### src/rtl/bwt_pkg.sv
package bwt_pkg;
  parameter int unsigned ACT_W     = 8;
  parameter int unsigned WIN_W     = 4;
  localparam int unsigned SHIFT_MAX = ACT_W - WIN_W;
  localparam int unsigned SHIFT_W   = $clog2(SHIFT_MAX + 1);
  localparam int unsigned MUL_W     = WIN_W + ACT_W;
  localparam int unsigned PROD_W    = 2 * ACT_W;
  localparam int unsigned NUM_LANE  = 2;

  typedef struct packed {
    logic               full;
    logic               sel_b;
    logic [SHIFT_W-1:0] sh_b;
    logic [SHIFT_W-1:0] sh_a;
    logic [ACT_W-1:0]   data;
  } pair_code_t;

  localparam int unsigned CODE_W = $bits(pair_code_t);
endpackage

### src/rtl/bwt_win_sel.sv
module bwt_win_sel
  import bwt_pkg::*;
(
  input  logic [ACT_W-1:0]   act_i,
  input  logic               rnd_i,
  output logic [WIN_W-1:0]   win_o,
  output logic [SHIFT_W-1:0] sh_o
);
  logic [SHIFT_W-1:0] sh_raw;
  logic [ACT_W:0]     ext;
  logic [WIN_W-1:0]   win_raw;
  logic               rbit;

  always_comb begin
    sh_raw = '0;
    for (int i = WIN_W; i < ACT_W; i++) begin
      if (act_i[i]) sh_raw = SHIFT_W'(i - int'(WIN_W) + 1);
    end
    // guard bit below the window lands in ext[0]
    ext     = {act_i, 1'b0} >> sh_raw;
    win_raw = ext[WIN_W:1];
    rbit    = ext[0];
    win_o   = win_raw;
    sh_o    = sh_raw;
    if (rnd_i && rbit) begin
      if (&win_raw) begin
        if (sh_raw < SHIFT_W'(SHIFT_MAX)) begin
          sh_o  = sh_raw + SHIFT_W'(1);
          win_o = {1'b1, {(WIN_W-1){1'b0}}};
        end
      end else begin
        win_o = win_raw + WIN_W'(1);
      end
    end
  end
endmodule

### src/rtl/bwt_pair_pack.sv
module bwt_pair_pack
  import bwt_pkg::*;
(
  input  logic [ACT_W-1:0] act_a_i,
  input  logic [ACT_W-1:0] act_b_i,
  input  logic             rnd_i,
  output pair_code_t       code_o
);
  logic [ACT_W-1:0]   act   [NUM_LANE];
  logic [WIN_W-1:0]   win   [NUM_LANE];
  logic [SHIFT_W-1:0] shift [NUM_LANE];
  logic               zero_a, zero_b;

  assign act[0] = act_a_i;
  assign act[1] = act_b_i;

  for (genvar k = 0; k < NUM_LANE; k++) begin : g_lane
    bwt_win_sel u_sel (
      .act_i (act[k]),
      .rnd_i (rnd_i),
      .win_o (win[k]),
      .sh_o  (shift[k])
    );
  end

  assign zero_a = (act_a_i == '0);
  assign zero_b = (act_b_i == '0);

  always_comb begin
    code_o = '0;
    if (zero_a ^ zero_b) begin
      code_o.full  = 1'b1;
      code_o.sel_b = zero_a;
      code_o.data  = zero_a ? act_b_i : act_a_i;
    end else begin
      code_o.sh_a = shift[0];
      code_o.sh_b = shift[1];
      code_o.data = {win[1], win[0]};
    end
  end
endmodule

### src/rtl/bwt_expand_mac.sv
module bwt_expand_mac
  import bwt_pkg::*;
(
  input  pair_code_t        code_i,
  input  logic [ACT_W-1:0]  wgt_a_i,
  input  logic [ACT_W-1:0]  wgt_b_i,
  output logic [ACT_W-1:0]  exp_a_o,
  output logic [ACT_W-1:0]  exp_b_o,
  output logic [PROD_W-1:0] prod_a_o,
  output logic [PROD_W-1:0] prod_b_o
);
  logic [WIN_W-1:0]   nib [NUM_LANE];
  logic [ACT_W-1:0]   wop [NUM_LANE];
  logic [SHIFT_W-1:0] sh  [NUM_LANE];
  logic [MUL_W-1:0]   mul [NUM_LANE];
  logic [PROD_W-1:0]  shf [NUM_LANE];
  logic [ACT_W-1:0]   rebuilt [NUM_LANE];
  logic [PROD_W-1:0]  sum;

  // nibble lanes sit at the same payload positions in both modes
  assign nib[0] = code_i.data[WIN_W-1:0];
  assign nib[1] = code_i.data[2*WIN_W-1:WIN_W];

  always_comb begin
    if (code_i.full) begin
      wop[0] = code_i.sel_b ? wgt_b_i : wgt_a_i;
      wop[1] = wop[0];
      sh[0]  = '0;
      sh[1]  = SHIFT_W'(WIN_W);
    end else begin
      wop[0] = wgt_a_i;
      wop[1] = wgt_b_i;
      sh[0]  = code_i.sh_a;
      sh[1]  = code_i.sh_b;
    end
  end

  for (genvar k = 0; k < NUM_LANE; k++) begin : g_mul
    assign mul[k]     = MUL_W'(nib[k]) * MUL_W'(wop[k]);
    assign shf[k]     = PROD_W'(mul[k]) << sh[k];
    assign rebuilt[k] = ACT_W'(nib[k]) << sh[k];
  end

  assign sum = shf[0] + shf[1];

  always_comb begin
    if (code_i.full) begin
      exp_a_o  = code_i.sel_b ? '0 : code_i.data;
      exp_b_o  = code_i.sel_b ? code_i.data : '0;
      prod_a_o = code_i.sel_b ? '0 : sum;
      prod_b_o = code_i.sel_b ? sum : '0;
    end else begin
      exp_a_o  = rebuilt[0];
      exp_b_o  = rebuilt[1];
      prod_a_o = shf[0];
      prod_b_o = shf[1];
    end
  end
endmodule

### src/rtl/bwt_pair_trimmer.sv
module bwt_pair_trimmer
  import bwt_pkg::*;
(
  input  logic              clk_i,
  input  logic              rst_ni,
  input  logic              valid_i,
  input  logic [ACT_W-1:0]  act_a_i,
  input  logic [ACT_W-1:0]  act_b_i,
  input  logic              round_en_i,
  input  logic [ACT_W-1:0]  wgt_a_i,
  input  logic [ACT_W-1:0]  wgt_b_i,
  output logic              valid_o,
  output logic [CODE_W-1:0] pack_o,
  output logic [ACT_W-1:0]  exp_a_o,
  output logic [ACT_W-1:0]  exp_b_o,
  output logic [PROD_W-1:0] prod_a_o,
  output logic [PROD_W-1:0] prod_b_o
);
  pair_code_t        code_d, code_q;
  logic [ACT_W-1:0]  wa_q, wb_q;
  logic              vld_q;
  logic [ACT_W-1:0]  exp_a_d, exp_b_d;
  logic [PROD_W-1:0] prod_a_d, prod_b_d;

  bwt_pair_pack u_pack (
    .act_a_i (act_a_i),
    .act_b_i (act_b_i),
    .rnd_i   (round_en_i),
    .code_o  (code_d)
  );

  always_ff @(posedge clk_i or negedge rst_ni) begin
    if (!rst_ni) begin
      vld_q  <= 1'b0;
      code_q <= '0;
      wa_q   <= '0;
      wb_q   <= '0;
    end else begin
      vld_q <= valid_i;
      if (valid_i) begin
        code_q <= code_d;
        wa_q   <= wgt_a_i;
        wb_q   <= wgt_b_i;
      end
    end
  end

  bwt_expand_mac u_mac (
    .code_i   (code_q),
    .wgt_a_i  (wa_q),
    .wgt_b_i  (wb_q),
    .exp_a_o  (exp_a_d),
    .exp_b_o  (exp_b_d),
    .prod_a_o (prod_a_d),
    .prod_b_o (prod_b_d)
  );

  always_ff @(posedge clk_i or negedge rst_ni) begin
    if (!rst_ni) begin
      valid_o  <= 1'b0;
      pack_o   <= '0;
      exp_a_o  <= '0;
      exp_b_o  <= '0;
      prod_a_o <= '0;
      prod_b_o <= '0;
    end else begin
      valid_o <= vld_q;
      if (vld_q) begin
        pack_o   <= code_q;
        exp_a_o  <= exp_a_d;
        exp_b_o  <= exp_b_d;
        prod_a_o <= prod_a_d;
        prod_b_o <= prod_b_d;
      end
    end
  end
endmodule

### config.mk
export PLATFORM = sky130hd
export DESIGN_NAME = bwt_pair_trimmer
export DESIGN_NICKNAME = d
export VERILOG_FILES = /design/src/rtl/bwt_pkg.sv /design/src/rtl/bwt_win_sel.sv /design/src/rtl/bwt_pair_pack.sv /design/src/rtl/bwt_expand_mac.sv /design/src/rtl/bwt_pair_trimmer.sv
export SDC_FILE = /design/constraint.sdc
export NUM_CORES = 1
export LEC_CHECK = 0
export BUFFER_PORTS_ARGS = -buffer_cell sky130_fd_sc_hd__clkbuf_2
export CAP_MARGIN = 15
export CELL_PAD_IN_SITES_DETAIL_PLACEMENT = 1
export CELL_PAD_IN_SITES_GLOBAL_PLACEMENT = 2
export CORE_MARGIN = 2
export CORE_UTILIZATION = 33
export DETAILED_ROUTE_END_ITERATION = 6
export GPL_TIMING_DRIVEN = 0
export PLACE_DENSITY_LB_ADDON = 0.25
export SYNTH_ARGS = -nofsm -noshare
export SYNTH_HDL_FRONTEND = slang
export SYNTH_SLANG_ARGS = --single-unit
### constraint.sdc
create_clock -name clk_i -period 6.9 [get_ports clk_i]
set_clock_uncertainty 0.15 [all_clocks]
set_input_delay 2.07 -clock clk_i [delete_from_list [all_inputs] [get_ports clk_i]]
set_output_delay 2.07 -clock clk_i [all_outputs]
set_load 0.02 [all_outputs]
==> results of run 1 <==
==> worst max path at each step <==
stage	startpoint	endpoint	slack, ns
floorplan	code_q[15]	prod_b_o[15]	0.34
global route	code_q[15]	prod_b_o[10]	-0.04
finish	code_q[15]	prod_a_o[15]	0.22
global placement	code_q[15]	prod_a_o[15]	-1.62
detailed placement	code_q[15]	prod_a_o[15]	-1.73
CTS	code_q[15]	prod_a_o[15]	0.002
==> placed cells by master (no fill, tap or decap), types with 10 or more instances in the layout <==
cell type  netlist  routed
a211o_1         11      11
a211oi_1        12      12
a21o_1          19      19
a21oi_1         80      75
a221oi_1        19      19
a31oi_1         13      13
and2_1          14      13
and3_1          10      10
buf_1           11      10
clkbuf_1        51      48
clkbuf_2         0      98
dfrtp_1         98      96
fa_1            25      25
ha_1            50      48
inv_1           64      64
mux2_2          40      39
mux2i_1         33      22
nand2_1         77      76
nand2b_1        21      20
nand3_1         25      25
nor2_1         139     139
nor2b_1         55      55
nor3_1          14      13
o21a_1          13      13
o21ai_0         41      39
xnor2_1         17      16
==> flip-flops by register name, indices dropped and copies added (netlist names) <==
| register | flops |
|---|---|
| vld_q | 1 |
| prod_b_o | 16 |
| exp_b_o | 8 |
| wa_q | 8 |
| code_q | 16 |
| wb_q | 8 |
| exp_a_o | 8 |
| valid_o | 1 |
| pack_o | 16 |
| prod_a_o | 16 |
==> worst reg2reg max path: stages (launching register included) <==
cell      delay, ns
dfrtp_2        0.41
clkbuf_8       0.18
clkbuf_8       0.20
nand2_8        0.16
mux2i_4        0.31
nor2b_1        0.11
fa_1           0.51
inv_1          0.06
fa_1           0.52
inv_1          0.04
ha_1           0.34
and2_1         0.17
a221o_1        0.32
or2_2          0.36
a21o_1         0.21
o31ai_2        0.32
o21ai_0        0.16
mux2i_1        0.26
ha_1           0.33
a21o_1         0.19
a21oi_1        0.37
inv_1          0.23
a2111o_1       0.43
o211ai_1       0.10
o21ai_1        0.12
==> through the flow <==
| step | instance area (um2) | util [%] | power [uW] | setup TNS [ns] | worst slack (ns) |
|---|---|---|---|---|---|
| detailed placement | 10010 | 37.04 | 3946 | -19.16 | -1.727 |
| CTS | 10460 | 38.72 | 4516 | 0 | 0.001577 |
| global route | 10610 | 39.27 | 5033 | -0.06785 | -0.03820 |
| global placement | 10000 | 37.00 | 3899 | -17.59 | -1.617 |
| floorplan | 9084 | - | 3084 | 0 | 0.3432 |
| finish | 10610 | 39.27 | 4641 | 0 | 0.2239 |
==> routing by layer <==
metal / routed length [um] / track usage, %
met1: 15990 / 32.23
met3: 1203 / 2.651
met4: 1182 / 9.513
met5: 0 / 0
met2: 15950 / 40.73
==> logic make-up (layout without fill, tap and decap cells) <==
logic type               after synthesis  count (layout)
XOR/XNOR                              26              26
buffers and inverters                129             245
flip-flops                            98              98
adder cells (fa/ha/maj)               75              75
multiplexers                          75              75
AND/OR/NAND/NOR                      388             388
AO/OA/AOI/OAI                        302             302
==> final cells by class <==
| cell class | instances | area, um2 | share of cell area [%] |
|---|---|---|---|
| multi-input combinational | 866 | 6410 | 60.39 |
| sequential | 98 | 2455 | 23.13 |
| timing repair buffer | 103 | 534.3 | 5.034 |
| tap | 341 | 426.7 | 4.020 |
| buffer | 62 | 275.3 | 2.593 |
| clock buffer | 12 | 246.5 | 2.322 |
| inverter | 64 | 240.2 | 2.263 |
| clock inverter | 4 | 26.28 | 0.2476 |
==> synthesized netlist by cell type, types with 11 or more instances <==
| cell type | number |
|---|---|
| a211o_1 | 11 |
| a211oi_1 | 12 |
| a21o_1 | 19 |
| a21oi_1 | 80 |
| a221oi_1 | 19 |
| a31oi_1 | 13 |
| and2_1 | 14 |
| buf_1 | 11 |
| clkbuf_1 | 51 |
| dfrtp_1 | 98 |
| fa_1 | 25 |
| ha_1 | 50 |
| inv_1 | 64 |
| mux2_2 | 40 |
| mux2i_1 | 33 |
| nand2_1 | 77 |
| nand2b_1 | 21 |
| nand3_1 | 25 |
| nor2_1 | 139 |
| nor2b_1 | 55 |
| nor3_1 | 14 |
| o21a_1 | 13 |
| o21ai_0 | 41 |
| o22ai_1 | 11 |
| xnor2_1 | 17 |
==> power by group <==
part	internal (uW)	switching [uW]
Clock	256	245
Combinational	1300	2060
Sequential	690	91.9
==> what timing repair did <==
action	CTS	global route
buffers inserted	0	4
setup endpoints to repair	18	13
resized for setup	44	23
hold buffers	0	0
pin swaps	1	4
gates cloned	0	0
==> out/results.ini, run 1 <==
[cells_and_area]
fin_nets=1315
drive_gt1_share_pct=18.28
fin_cells=1550
area_growth_pct=16.85
n_fill_cell=3268
antenna_cells=0

[route]
wire_per_inst_um=22.15
initialDrtViolationCount=419
antenna_left=0
first_pass_iters=4
vias=8652
wl_um=34330
via_per_inst=5.582
drc_errors=0

[synthesis]
synthTopCellsByArea=dfrtp_1 27%, ha_1 6.9%, nor2_1 5.7%, fa_1 5.5%, mux2_2 5.0%
syn_inst=1093
yosys.area_share.xor_xnor_pct=2.590
synth_ff_type=dfrtp_1
synth_top_family_by_area=compound AO/OA/AOI/OAI gates
synth-edff-count=0
synth-compound-area-share_pct=23.10
yosysTopAreaCell=dfrtp_1
synthAdderAreaFrac_pct=12.40
async_reset_ff_share_pct=100.0
synth_seq_area_share_pct=27.00
synth-seq-cells=98
synthDominantCellAreaShare_pct=27.00
syn_area_mm2=0.009084
yosysUniqueCellTypes=79
synthSimpleGateAreaFrac_pct=20.51
synth.net_count=1204
synthMuxAreaShare_pct=9.008
syn_avg_cell_area_um2=8.311
yosysWarnings=0

[critical_path]
regToRegSetupSlack_ns=0.22
worst-path-stages=24
cp_slowest_cell=fa_1
cp_cell_sequence=clkbuf_8, clkbuf_8, nand2_8, mux2i_4, nor2b_1, fa_1, inv_1, fa_1, inv_1, ha_1, and2_1, a221o_1, or2_2, a21o_1, o31ai_2, o21ai_0, mux2i_1, ha_1, a21o_1, a21oi_1, inv_1, a2111o_1, o211ai_1, o21ai_1
critical_path_arrival_ns=6.75
crit_required_ns=6.97
worst-setup-path-type=reg2reg
worst_setup_path_start_kind=flop
crit_path_max_incr_delay_ns=0.52
reg2regPathDepth=24
reg2reg_to=prod_a_o[15]
crit_path_frequent_cell=inv_1
critPathCaptureType=flop
critPathTopFamily=compound AO/OA/AOI/OAI gates
crit_buf_inv=5
r2r_start=code_q[15]
crit_fanout=10

[placement]
port_buffers=98
globalplace.congestion=0.8820
placed_cells=1532
hpwlAfterDp_um=26910

[timing]
finalMaxSlewViolations=0
worst_slew_pin_slew_ns=0.9136
maxSlewHeadroom_pct=38.53
setup-violations-final=0
finalCritPeriodShare_pct=96.75
finalHoldViolations=0
fmax_ghz=0.1498
fin_crit_ns=6.676
whs_ns=0.3312

[worst_hold_path]
hold_path_depth=1
min_to=prod_b_o[6]
hold_path.class=reg2reg
min-delay-start=prod_b_o[6]

[global_routing]
gr-total-overflow=0
antenna_found_initial=0
grt_pass1_vias=9169
grt_util_all_layers_pct=24.32
grt_pass1_wl_um=53740
grt_max_degree=99

[die]
die_w_um=169.9
coreArea_mm2=0.02703
design.die.area_mm2=0.02887
rows=60
die_h_um=169.9
start_util_pct=33.61
ios=101

[outcome]
outcome=finished clean

[clocking]
htreeDepth=3
root_buffer=clkbuf_16
clk_pin_slew_ns=0.07
clkLatencyLatePin_ns=0.37
cts_tree=yes
cts.path.max_buffers=2
cts_num_sinks=98
cts_buffers=9

[power]
p_per_area_mw_per_mm2=437.2
max-vdd-ir-drop_mv=0.1744
p_leak_uw=0.004684

[run]
drv_cap=0

(Power assumes the default switching activity.)
==> run 2: changes to the inputs <==
- CORE_UTILIZATION: 33 -> 35
- RECOVER_POWER: default -> 50
- clock period: 6.9 -> 8.35 ns (I/O delays scaled with it)
==> out/results.ini, run 2 (synthesized netlist as in run 1, its figures left out) <==
[outcome]
outcome=finished with violations
violations=capacitance limit, slew limit

[timing]
maxSlewHeadroom_pct=-251.6  ; -290 points
finalHoldViolations=0  ; unchanged
whs_ns=0.3324  ; +0.001138 ns
fin_crit_ns=7.977  ; +1.301 ns
finalCritPeriodShare_pct=95.54  ; -1.2 points
setup-violations-final=0  ; unchanged
rsz0062_at_grt=true
finalMaxSlewViolations=99  ; +99
worst_slew_pin_slew_ns=5.274  ; +4.360 ns
finalSetupTns_ns=0  ; unchanged
fmax_ghz=0.1254  ; -16%

[route]
wl_um=33310  ; -3.0%
wire_per_inst_um=21.67  ; -2.2%
vias=8775  ; +1.4%
via_per_inst=5.709  ; +2.3%
first_pass_iters=5  ; +1
initialDrtViolationCount=521  ; +24%
drc_errors=0  ; unchanged
antenna_left=0  ; unchanged

[die]
die_w_um=165.1  ; -2.8%
die_h_um=165.1  ; -2.8%
start_util_pct=35.87  ; +2.3 points
ios=101  ; unchanged
rows=58  ; -3.3%
coreArea_mm2=0.02533  ; -6.3%
design.die.area_mm2=0.02726  ; -5.6%

[worst_hold_path]
min-delay-start=prod_b_o[6]
hold_path_depth=1  ; unchanged
hold_path.class=reg2reg
min_to=prod_b_o[6]

[global_routing]
use_met2_pct=41.93  ; +1.2 points
grt_util_all_layers_pct=24.97  ; +0.65 points
gr-total-overflow=0  ; unchanged
grt_pass1_vias=8861  ; -3.4%
top_usage_layer=met2
grt_max_degree=99  ; unchanged
antenna_found_initial=0  ; unchanged
grt_pass1_wl_um=51950  ; -3.3%
gr-usage-met1_pct=33.94  ; +1.7 points
grt_use_met3_pct=3.297  ; +0.65 points

[clocking]
cts_buffers=9  ; unchanged
root_buffer=clkbuf_16
cts_tree=yes
clk_pin_slew_ns=0.08  ; about the same
clkLatencyLatePin_ns=0.36  ; about the same
htreeDepth=3  ; unchanged
cts.path.max_buffers=2  ; unchanged
cts_num_sinks=98  ; unchanged

[critical_path]
reg2reg_to=prod_b_o[15]
reg2regPathDepth=27  ; +13%
critPathCaptureType=flop
regToRegSetupSlack_ns=0.37  ; +0.15 ns
crit_required_ns=8.49  ; +1.52 ns
worst_setup_path_start_kind=flop
critical_path_arrival_ns=8.12  ; +1.37 ns
r2r_start=code_q[15]
crit_fanout=10  ; unchanged
worst-setup-path-type=reg2reg

[cells_and_area]
fin_cells=1537  ; -0.84%
area_growth_pct=13.58
postLayoutCoreUtil_pct=40.74  ; +1.5 points
antenna_cells=0  ; unchanged
multiInputGateArea_mm2=0.006152  ; -4.0%
n_fill_cell=3091  ; -5.4%
layout_commonest_cell=nor2_1
fin_nets=1313  ; -0.15%
regArea_mm2=0.002452  ; -0.10%
layout_common_cells=139 x nor2_1, 101 x clkbuf_2, 98 x dfrtp_1, 80 x a21oi_1, 77 x nand2_1
drive_gt1_share_pct=15.24  ; -3.0 points

[power]
pwr-share-clk_pct=12.4  ; +1.6 points
comb_power_share_pct=70.4  ; -2.0 points
p_leak_uw=0.004635  ; -1.0%
internal_power_uw=1832  ; -19%
p_per_area_mw_per_mm2=365.2  ; -16%
max-vdd-ir-drop_mv=0.1196  ; -31%
seq_power_share_pct=17.2  ; +0.3 points
totalPowerFinal_uw=3768  ; -19%
swShare_pct=51.38  ; -0.16 points
power.switching_uw=1936  ; -19%

[placement]
globalplace.congestion=0.9233  ; +4.7%
port_buffers=98  ; unchanged
hpwlAfterDp_um=26580  ; -1.2%
placed_cells=1521  ; -0.72%

[run]
drv_cap=1  ; +1

==> run 2: cell count changes in the layout (fill, tap and decap cells not counted), sizes merged <==
cell	previous run	this run
inv	65	66
buf	18	9
clkbuf	159	164
bufinv	0	2
clkinvlp	1	0
==> run 2: cell type report <==
type	instances	share of cell area [%]
Clock buffer	10	2.219
Multi-Input combinational cell	866	59.63
Tap cell	330	4.002
Sequential cell	98	23.77
Inverter	64	2.328
Clock inverter	6	0.8489
Timing Repair Buffer	99	4.790
Buffer	64	2.413
==> run 2: how the worst max path moves through the flow <==
stage / startpoint / end / slack [ns] / depth (start not counted)
2_1_floorplan: code_q[15] / prod_b_o[15] / 1.79 / 27
3_3_place_gp: code_q[15] / prod_b_o[15] / -0.07 / 27
3_5_place_dp: code_q[15] / prod_b_o[15] / -0.14 / 27
4_1_cts: code_q[15] / prod_b_o[15] / 0.05 / 27
5_1_grt: code_q[15] / prod_b_o[15] / -0.06 / 27
6_report: code_q[15] / prod_b_o[15] / 0.37 / 27
==> run 2: what timing repair did <==
| action | 4_1_cts | 5_1_grt |
|---|---|---|
| hold buffers | 0 | 0 |
| resized for setup | 1 | 7 |
| gates cloned | 0 | 0 |
| endpoints found under the setup margin | 6 | 11 |
| setup buffers | 0 | 0 |
==> run 2: per-layer routing <==
layer,up-vias,share of wire (%)
li1,4133,-
met1,4393,47
met2,213,46
met3,36,4.5
met4,0,2.1
met5,-,0
==> run 2: critical path, cell delays in order (launching register included) <==
cell and delay [ns]:
dfrtp_1 0.57, clkbuf_2 0.38, clkbuf_2 0.37, nand2_1 0.38
mux2i_1 0.44, nor2b_1 0.12, fa_1 0.51, inv_1 0.05
fa_1 0.53, inv_1 0.05, ha_1 0.35, and2_1 0.17
a221o_1 0.32, or2_2 0.35, a211o_1 0.26, a21oi_1 0.17
xor2_1 0.18, o311a_1 0.33, a21oi_1 0.40, ha_1 0.32
clkbuf_1 0.21, a21o_1 0.22, a21o_1 0.21, a21oi_1 0.23
nand2_1 0.08, a311o_1 0.31, o311a_1 0.13, o21ai_2 0.11
==> run 2: power by group through the flow <==
stage	logic, uW	clock network [uW]	registers [uW]
final	2650	467	647
after global routing	2920	491	659
after CTS	2630	477	646
after detailed placement	2610	0	655
after global placement	2580	0	651
after floorplan	1820	0	731
==> run 2: metrics by stage <==
stage	setup WS (ns)	cell area, um2
final	0.3725	10320
after global routing	-0.05875	10320
after CTS	0.05040	10310
after detailed placement	-0.1351	9996
after global placement	-0.06693	9987
after floorplan	1.793	9084
==> run 3: changes to the inputs <==
- CELL_PAD_IN_SITES_DETAIL_PLACEMENT: 1 -> default
- CELL_PAD_IN_SITES_GLOBAL_PLACEMENT: 2 -> default
==> out/results.ini, run 3 (synthesized netlist as in run 1, its figures left out) <==
[die]
design.die.area_mm2=0.02726  ; unchanged
start_util_pct=35.87  ; unchanged
ios=101  ; unchanged
die_h_um=165.1  ; unchanged
rows=58  ; unchanged
coreArea_mm2=0.02533  ; unchanged
die_w_um=165.1  ; unchanged

[worst_hold_path]
min-delay-start=prod_b_o[5]
hold_path.class=reg2reg

[power]
internal_power_uw=1764  ; -3.7%
swShare_pct=50.93  ; -0.45 points
p_per_area_mw_per_mm2=350.1  ; -4.2%
pwr-share-clk_pct=11.2  ; -1.2 points
p_leak_uw=0.004616  ; -0.41%
totalPowerFinal_uw=3594  ; -4.6%
comb_power_share_pct=70.8  ; +0.4 points
power.switching_uw=1831  ; -5.5%
max-vdd-ir-drop_mv=0.1842  ; +54%
seq_power_share_pct=18.0  ; +0.8 points

[timing]
fin_crit_ns=7.798  ; -0.1795 ns
setup_ws_ns=0.5521  ; +0.1795 ns
finalMaxSlewViolations=101  ; +2.0%
maxSlewHeadroom_pct=-96.24  ; +160 points
finalCritPeriodShare_pct=93.39  ; -2.2 points
finalSetupTns_ns=0  ; unchanged
rsz0062_at_grt=false
setup-violations-final=0  ; unchanged
worst_slew_pin_slew_ns=2.944  ; -2.330 ns
finalHoldViolations=0  ; unchanged
fmax_ghz=0.1282  ; +2.3%

[route]
initialDrtViolationCount=725  ; +39%
via_per_inst=5.662  ; -0.82%
wire_per_inst_um=19.51  ; -10%
antenna_left=0  ; unchanged
vias=8714  ; -0.70%
drc_errors=0  ; unchanged
first_pass_iters=5  ; unchanged
wl_um=30030  ; -9.8%

[run]
drv_cap=2  ; +1

[clocking]
htreeDepth=3  ; unchanged
post_cts_buffers=0  ; unchanged
cts.path.max_buffers=2  ; unchanged
cts_num_sinks=98  ; unchanged
clk_pin_slew_ns=0.07  ; about the same
cts_tree=yes
clkLatencyLatePin_ns=0.36  ; about the same
cts_buffers=9  ; unchanged
root_buffer=clkbuf_16

[critical_path]
r2r_start=code_q[15]
critical_path_arrival_ns=7.93  ; -0.19 ns
regToRegSetupSlack_ns=0.55  ; +0.18 ns
crit_path_max_incr_delay_ns=0.54  ; -0.03 ns
cp_slowest_cell=fa_1
crit_buf_inv=5  ; unchanged
critPathTopFamily=compound AO/OA/AOI/OAI gates
worst_setup_path_start_kind=flop
worst-setup-path-type=reg2reg
crit_fanout=10  ; unchanged
crit_required_ns=8.49  ; about the same
crit_path_frequent_cell=a21oi_1
critPathLaunch=code_q[15]
critPathCaptureType=flop

[global_routing]
antenna_found_initial=0  ; unchanged
grt_pass1_vias=8456  ; -4.6%
grt_util_all_layers_pct=22.67  ; -2.3 points
grt_max_degree=56  ; -43%
gr-total-overflow=0  ; unchanged
grt_pass1_wl_um=47970  ; -7.7%

[cells_and_area]
drive_gt1_share_pct=14.89  ; -0.36 points
layout_common_cells=139 x nor2_1, 99 x clkbuf_2, 98 x dfrtp_1, 80 x a21oi_1, 77 x nand2_1
area_growth_pct=13.03
design_area_mm2=0.01027  ; -0.49%
antenna_cells=0  ; unchanged
layout_commonest_cell=nor2_1
fin_nets=1315  ; +0.15%

[placement]
port_buffers=98  ; unchanged
post-place-ws_ns=0.2033  ; +0.3383 ns
globalplace.congestion=0.9330  ; +1.1%
hpwlAfterDp_um=23590  ; -11%
placed_area_mm2=0.01002  ; +0.21%

[outcome]
outcome=finished with violations
violations=capacitance limit, slew limit

==> run 3: cell count changes in the layout (fill, tap and decap cells not counted), sizes merged <==
cell | before | now
clkinvlp | 0 | 2
buf | 9 | 11
clkinv | 2 | 3
inv | 66 | 65
bufinv | 2 | 0
==> run 3: what timing repair did <==
item,in CTS,in global routing
gates resized for setup,0,4
hold buffers,0,0
setup endpoints to repair,0,9
==> run 3: area by class of cell <==
class	count	area (um2)
buffer	65	252.7
clock buffer	10	229.0
clock inverter	6	42.54
fill	2630	15060
inverter	64	240.2
multi-input combinational	866	6141
sequential	98	2452
tap	330	412.9
timing repair buffer	100	496.7
==> run 3: final timing paths <==
check | cells after the start | end
setup / recovery | 27 | prod_b_o[15]
hold / removal | 1 | prod_b_o[5]
setup reg to reg | 27 | prod_b_o[15]
hold reg to reg | 1 | prod_b_o[5]
max in group asynchronous | 2 | code_q[1]
min in group asynchronous | 1 | pack_o[14]
==> run 3: through the flow <==
stage	utilization, %	instances	hold slack (ns)
3_5_place_dp	39.55	1522	0.3172
6_report	40.54	1539	0.3274
5_1_grt	40.54	1539	0.3520
4_1_cts	40.62	1538	0.3334
3_3_place_gp	39.43	1521	0.3122
2_1_floorplan	-	1093	0.2579
==> run 3: routing by layer <==
layer  up-vias  global-route usage [%]  wire length, um
met4         0                   7.510              868
met2       301                   36.78            13620
li1       4131                       -                -
met3        52                   2.722             1744
met5         -                       0                0
met1      4230                   31.36            13800
==> run 3: power groups by stage <==
stage	logic [uW]	clock network, uW	registers, uW
5_1_grt	2830	431	659
3_3_place_gp	2490	0	653
3_5_place_dp	2500	0	657
2_1_floorplan	1820	0	731
4_1_cts	2520	411	648
6_report	2540	402	648
